`config.mk`:
```
export PLATFORM = sky130hd
export DESIGN_NAME = bcd_int_conv
export DESIGN_NICKNAME = d
export VERILOG_FILES = /design/src/rtl/bcd_conv_pkg.sv /design/src/rtl/bcd_conv_ctrl.sv /design/src/rtl/bcd_load_step.sv /design/src/rtl/bcd_store_step.sv /design/src/rtl/bcd_int_conv.sv
export SDC_FILE = /design/constraint.sdc
export NUM_CORES = 2
export LEC_CHECK = 0
export ABC_AREA = 1
export BUFFER_PORTS_ARGS = -buffer_cell sky130_fd_sc_hd__buf_2
export CAP_MARGIN = 25
export CORE_UTILIZATION = 50
export CTS_BUF_LIST = sky130_fd_sc_hd__clkbuf_16
export DETAILED_ROUTE_END_ITERATION = 8
export MAX_ROUTING_LAYER = met4
export PLACE_DENSITY = 0.69
export SLEW_MARGIN = 20
export SYNTH_ARGS = -nofsm -noshare
export SYNTH_HDL_FRONTEND = slang
export SYNTH_SLANG_ARGS = --single-unit
```
`constraint.sdc`:
```
create_clock -name clk -period 28.5 [get_ports clk]
set_clock_uncertainty 0.15 [all_clocks]
set_input_delay 5.7 -clock clk [delete_from_list [all_inputs] [get_ports clk]]
set_output_delay 5.7 -clock clk [all_outputs]
set_load 0.005 [all_outputs]
```
`src/rtl/bcd_conv_pkg.sv`:
```
package bcd_conv_pkg;

  typedef enum logic [1:0] {
    CV_IDLE = 2'd0,
    CV_RUN  = 2'd1,
    CV_SIGN = 2'd2
  } cv_state_e;

  // 10^n as a wide constant, computed rather than tabulated
  function automatic logic [127:0] pow10(input int n);
    logic [127:0] v;
    v = 128'd1;
    for (int i = 0; i < n; i++) v = v * 128'd10;
    return v;
  endfunction

endpackage

```
`src/rtl/bcd_conv_ctrl.sv`:
```
module bcd_conv_ctrl
  import bcd_conv_pkg::*;
#(
  parameter int DIGIT_BYTES = 9,
  localparam int CW = $clog2(DIGIT_BYTES)
) (
  input  logic          clk,
  input  logic          rst_n,
  input  logic          start_i,
  output logic          busy_o,
  output logic          done_o,
  output logic          accept_o,
  output logic          step_o,
  output logic          finish_o,
  output logic [CW-1:0] cnt_o
);

  localparam logic [CW-1:0] LAST = CW'(DIGIT_BYTES - 1);

  cv_state_e     state_q, state_d;
  logic [CW-1:0] cnt_q, cnt_d;
  logic          done_q, done_d;

  always_comb begin
    accept_o = (state_q == CV_IDLE) && start_i;
    step_o   = (state_q == CV_RUN);
    finish_o = (state_q == CV_SIGN);
    state_d  = state_q;
    cnt_d    = cnt_q;
    done_d   = finish_o;
    unique case (state_q)
      CV_IDLE: begin
        if (accept_o) begin
          state_d = CV_RUN;
          cnt_d   = '0;
        end
      end
      CV_RUN: begin
        cnt_d = cnt_q + CW'(1);
        if (cnt_q == LAST) state_d = CV_SIGN;
      end
      CV_SIGN: state_d = CV_IDLE;
      default: state_d = CV_IDLE;
    endcase
  end

  always_ff @(posedge clk or negedge rst_n) begin
    if (!rst_n) begin
      state_q <= CV_IDLE;
      cnt_q   <= '0;
      done_q  <= 1'b0;
    end else begin
      state_q <= state_d;
      cnt_q   <= cnt_d;
      done_q  <= done_d;
    end
  end

  assign busy_o = (state_q != CV_IDLE);
  assign done_o = done_q;
  assign cnt_o  = cnt_q;

endmodule

```
`src/rtl/bcd_load_step.sv`:
```
module bcd_load_step #(
  parameter int INT_W = 64
) (
  input  logic [INT_W-1:0] acc_i,
  input  logic [7:0]       pair_i,
  output logic [INT_W-1:0] acc_o,
  output logic             bad_o
);

  logic [3:0] hi, lo;

  always_comb begin
    hi    = pair_i[7:4];
    lo    = pair_i[3:0];
    acc_o = acc_i * INT_W'(100) + INT_W'(hi) * INT_W'(10) + INT_W'(lo);
    bad_o = (hi > 4'd9) || (lo > 4'd9);
  end

endmodule

```
`src/rtl/bcd_store_step.sv`:
```
module bcd_store_step #(
  parameter int INT_W = 64
) (
  input  logic [INT_W-1:0] mag_i,
  output logic [INT_W-1:0] quo_o,
  output logic [7:0]       pair_o
);

  logic [6:0] rem;

  always_comb begin
    quo_o  = mag_i / INT_W'(100);
    rem    = 7'(mag_i - quo_o * INT_W'(100));
    pair_o = {4'(rem / 7'd10), 4'(rem % 7'd10)};
  end

endmodule

```
`src/rtl/bcd_int_conv.sv`:
```
module bcd_int_conv
  import bcd_conv_pkg::*;
#(
  parameter int INT_W       = 64,
  parameter int DIGIT_BYTES = 9,
  localparam int DIGIT_W    = DIGIT_BYTES * 8,
  localparam int BCD_W      = DIGIT_W + 8,
  localparam int CW         = $clog2(DIGIT_BYTES)
) (
  input  logic             clk,
  input  logic             rst_n,
  input  logic             start_i,
  input  logic             dir_i,
  input  logic [BCD_W-1:0] bcd_i,
  input  logic [INT_W-1:0] int_i,
  output logic             busy_o,
  output logic             done_o,
  output logic [INT_W-1:0] int_o,
  output logic [BCD_W-1:0] bcd_o,
  output logic             bad_digit_o,
  output logic             ovf_o
);

  localparam logic [INT_W-1:0] LIMIT = INT_W'(pow10(2 * DIGIT_BYTES));
  localparam logic [CW-1:0]    TOP   = CW'(DIGIT_BYTES - 1);

  logic          accept, step, finish;
  logic [CW-1:0] cnt;

  logic               dir_q, dir_d;
  logic               neg_q, neg_d;
  logic [DIGIT_W-1:0] wrk_q, wrk_d;
  logic [INT_W-1:0]   acc_q, acc_d;
  logic [INT_W-1:0]   mag_q, mag_d;
  logic [INT_W-1:0]   int_q, int_d;
  logic [BCD_W-1:0]   bcd_q, bcd_d;
  logic               bad_q, bad_d;
  logic               ovf_q, ovf_d;

  logic [CW-1:0]    ld_idx;
  logic [INT_W-1:0] ld_acc, st_quo, in_mag;
  logic [7:0]       st_pair;
  logic             ld_bad;

  bcd_conv_ctrl #(.DIGIT_BYTES(DIGIT_BYTES)) u_ctrl (
    .clk      (clk),
    .rst_n    (rst_n),
    .start_i  (start_i),
    .busy_o   (busy_o),
    .done_o   (done_o),
    .accept_o (accept),
    .step_o   (step),
    .finish_o (finish),
    .cnt_o    (cnt)
  );

  assign ld_idx = TOP - cnt;

  bcd_load_step #(.INT_W(INT_W)) u_load (
    .acc_i  (acc_q),
    .pair_i (wrk_q[ld_idx*8 +: 8]),
    .acc_o  (ld_acc),
    .bad_o  (ld_bad)
  );

  bcd_store_step #(.INT_W(INT_W)) u_store (
    .mag_i  (mag_q),
    .quo_o  (st_quo),
    .pair_o (st_pair)
  );

  assign in_mag = int_i[INT_W-1] ? (~int_i + INT_W'(1)) : int_i;

  always_comb begin
    dir_d = dir_q;
    neg_d = neg_q;
    wrk_d = wrk_q;
    acc_d = acc_q;
    mag_d = mag_q;
    int_d = int_q;
    bcd_d = bcd_q;
    bad_d = bad_q;
    ovf_d = ovf_q;
    if (accept) begin
      dir_d = dir_i;
      acc_d = '0;
      bad_d = 1'b0;
      if (dir_i) begin
        neg_d = int_i[INT_W-1];
        mag_d = in_mag;
        wrk_d = '0;
        ovf_d = (in_mag >= LIMIT);
      end else begin
        neg_d = bcd_i[BCD_W-1];
        mag_d = '0;
        wrk_d = bcd_i[DIGIT_W-1:0];
        ovf_d = 1'b0;
      end
    end
    if (step) begin
      if (dir_q) begin
        mag_d = st_quo;
        wrk_d[cnt*8 +: 8] = st_pair;
      end else begin
        acc_d = ld_acc;
        bad_d = bad_q | ld_bad;
      end
    end
    if (finish) begin
      if (dir_q) bcd_d = {(neg_q ? 8'h80 : 8'h00), wrk_q};
      else       int_d = neg_q ? (~acc_q + INT_W'(1)) : acc_q;
    end
  end

  always_ff @(posedge clk or negedge rst_n) begin
    if (!rst_n) begin
      dir_q <= 1'b0;
      neg_q <= 1'b0;
      wrk_q <= '0;
      acc_q <= '0;
      mag_q <= '0;
      int_q <= '0;
      bcd_q <= '0;
      bad_q <= 1'b0;
      ovf_q <= 1'b0;
    end else begin
      dir_q <= dir_d;
      neg_q <= neg_d;
      wrk_q <= wrk_d;
      acc_q <= acc_d;
      mag_q <= mag_d;
      int_q <= int_d;
      bcd_q <= bcd_d;
      bad_q <= bad_d;
      ovf_q <= ovf_d;
    end
  end

  assign int_o       = int_q;
  assign bcd_o       = bcd_q;
  assign bad_digit_o = bad_q;
  assign ovf_o       = ovf_q;

endmodule

```
==> flow_summary.toml <==
[drt]
routedWlPerCell_um = 16.5
ant_nets = 0
drt-total-wl_mm = 119
routed_via_density = 5.42
drtIter0Drc = 2881
vias = 39095
dr.pass1.iters = 6
drc = 0

[cts]
cts_hold_buf = 0
clock_path_buffers = 3
cts_tree = "built"
clk_latency_ps = 590
cts.sinks = 348
cts_root_buffer = "clkbuf_16"
cts_buffers = 44
clk_pin_slew_worst_paths_ps = 60
htree_levels = 2

[yosys]
async_flop_share_pct = 100
synth_flop_cell = "dfrtp_1"
synth-edff-count = 0
netlist_area_um2 = 38300
syn_avg_cell_area_um2 = 7.14
synth_top_area_share_pct = 22.8
yosys_warnings = 0
synthDistinctLibCells = 86
yosys-top-cells-area = "dfrtp_1 (23%), nand2_1 (10%), ha_1 (8.5%)"
synth-seq-cells = 348
yosysTopAreaCell = "dfrtp_1"
ys_seq_area_share_pct = 22.8
synthesis.instances = 5358

[floorplanning]
die_h_um = 279
core_um2 = 75800
initial_core_util_pct = 50.5
num_rows = 101
die-area_um2 = 77700
io_pins = 296
die_width_um = 279

[worst_setup_path]
cp.arrival_ps = 30710
worst_r2r_endpoint = "wrk_q[18]"
required_ps = 28870
critPathMaxFanout = 8
r2r-start = "mag_q[63]"
critPathKind = "reg -> reg"
worstSetupEndpointType = "flop"
r2r_slack_ps = -1840
cp_slowest_stage_delay_ps = 420
worstRegToRegCells = 301
cp_common_cell = "nand2_4"
crit_slowest_cell = "dfrtp_1"
worstSetupStartpointType = "flop"

[layout]
fin_util_pct = 65.5
syn2layout_area_growth_pct = 29.8
layout_common_cells = "nand2_1 (907), inv_1 (797), buf_4 (580), dfrtp_1 (348), o21ai_0 (347)"
instances_no_fill = 7216
drive_above_1_share_pct = 33.6
layout_commonest_cell = "nand2_1"
fin_nets = 6670

[global_routing]
grt_pass1_wl_mm = 186
grt_overflow = 0
grt_max_degree = 115
grt_pass1_vias = 36787
grt_util_all_layers_pct = 29.8
antenna_found_initial = 1

[worst_hold_path]
holdCritStartpoint = "int_o[13]"
min_path_type = "reg -> reg"
holdPathStages = 2
whs_endpoint = "int_o[13]"

[timing]
drv_slew = 0
worstMarginPinSlew_ps = 1080
maxSlewHeadroom_pct = 27.9
fin_ws_ps = -1840
fmax_mhz = 33.0
hold_viol = 0
finalSetupViolCount = 63
final.period_utilization_pct = 106
period_minus_slack_ps = 30340
rsz0062_at_grt = "true"
setup_tns_ps = -84110

[placement]
io_buffers = 281
preCtsSetupSlack_ps = -2200
dp_hpwl_mm = 85.3
gp_congestion = 0.965
placed_cells = 6947

[flow_run]
drv_cap = 0

[status]
violations = "setup timing"
status = "finished, violations left"
state kept, by name (all words and copies together), names as in the netlist, 2 cells and up:
name / cells
bcd_o: 73
wrk_q: 72
acc_q: 64
int_o: 64
mag_q: 64
u_ctrl.cnt_o: 4
u_ctrl.state_q: 2
cell usage after synthesis, types with 18 or more instances:
cell and n:
nand2_1 1036, inv_1 820, o21ai_0 372, nand3_1 359
dfrtp_1 348, nor2_1 296, nand2_2 265, ha_1 259
nand2_4 181, xor2_1 170, a21oi_1 147, nand4_1 124
inv_2 95, clkbuf_1 91, o22ai_1 77, o21ai_1 64
fa_1 61, nand3_2 61, xnor2_1 51, nor3_1 50
nor2_4 35, nor2_2 30, nor4_1 30, a22oi_1 26
o211ai_1 24, nand4_2 21, a31oi_1 19, o21ai_2 18
timing repair:
item / 4_1_cts / 5_1_grt
gates resized for setup: 350 / 358
buffers inserted: 125 / 70
endpoints found under the setup margin: 63 / 66
pin swaps: 248 / 212
endpoints found under the hold margin: 0 / 0
routing by layer:
metal / routed length [um] / vias up / track usage (%)
li1: - / 19153 / -
met1: 51000 / 18293 / 38.6
met2: 56300 / 1357 / 48.8
met3: 7080 / 292 / 2.92
met4: 4350 / 0 / 10.0
met5: 0 / - / -
worst max-delay path, delay by kind of cell, from the launching register on:
family	cells	cell delay, ps
simple gates	258	24350
buf+inv	31	3090
xor+xnor	4	900
fa+ha+maj	3	650
compound gates	5	550
flops	1	420
stage by stage:
stage                     cell area, um^2  hold WS, ps
after detailed placement            43600          318
after global routing                49700          350
final                               49700          324
after CTS                           47600          333
after floorplan                     38300          297
after global placement              43600          310
kinds of logic after synthesis:
| group | after synthesis | share of synthesized area, % |
|---|---|---|
| AO/OA/AOI/OAI | 862 | 13.2 |
| XOR/XNOR | 223 | 5.17 |
| adder cells (fa/ha/maj) | 320 | 11.7 |
| buffers and inverters | 1069 | 11.4 |
| flip-flops | 348 | 22.8 |
| multiplexers | 7 | 0.203 |
| other | 1 | 0.00980 |
| AND/OR/NAND/NOR | 2528 | 35.6 |
final cells by class:
| class | instances | area, um^2 |
|---|---|---|
| diodes | 1 | 2.50 |
| multi-input cells | 3947 | 28100 |
| clock buffers | 44 | 1100 |
| flip-flops and latches | 348 | 8710 |
| fillers | 6502 | 26100 |
| repair buffers | 919 | 6440 |
| inverters | 942 | 3700 |
| clock inverters | 37 | 389 |
| well taps | 978 | 1220 |
worst max path at each step:
stage	cells after the start	start	endpoint
floorplan	295	mag_q[62]	wrk_q[50]
global placement	291	mag_q[59]	wrk_q[9]
detailed placement	286	mag_q[59]	wrk_q[9]
CTS	304	mag_q[62]	wrk_q[60]
global route	292	mag_q[62]	wrk_q[18]
finish	301	mag_q[63]	wrk_q[18]
Power is left out: the tool's default activity adds up to more than one toggle a clock period on the data nets, which glitch-free logic cannot reach.
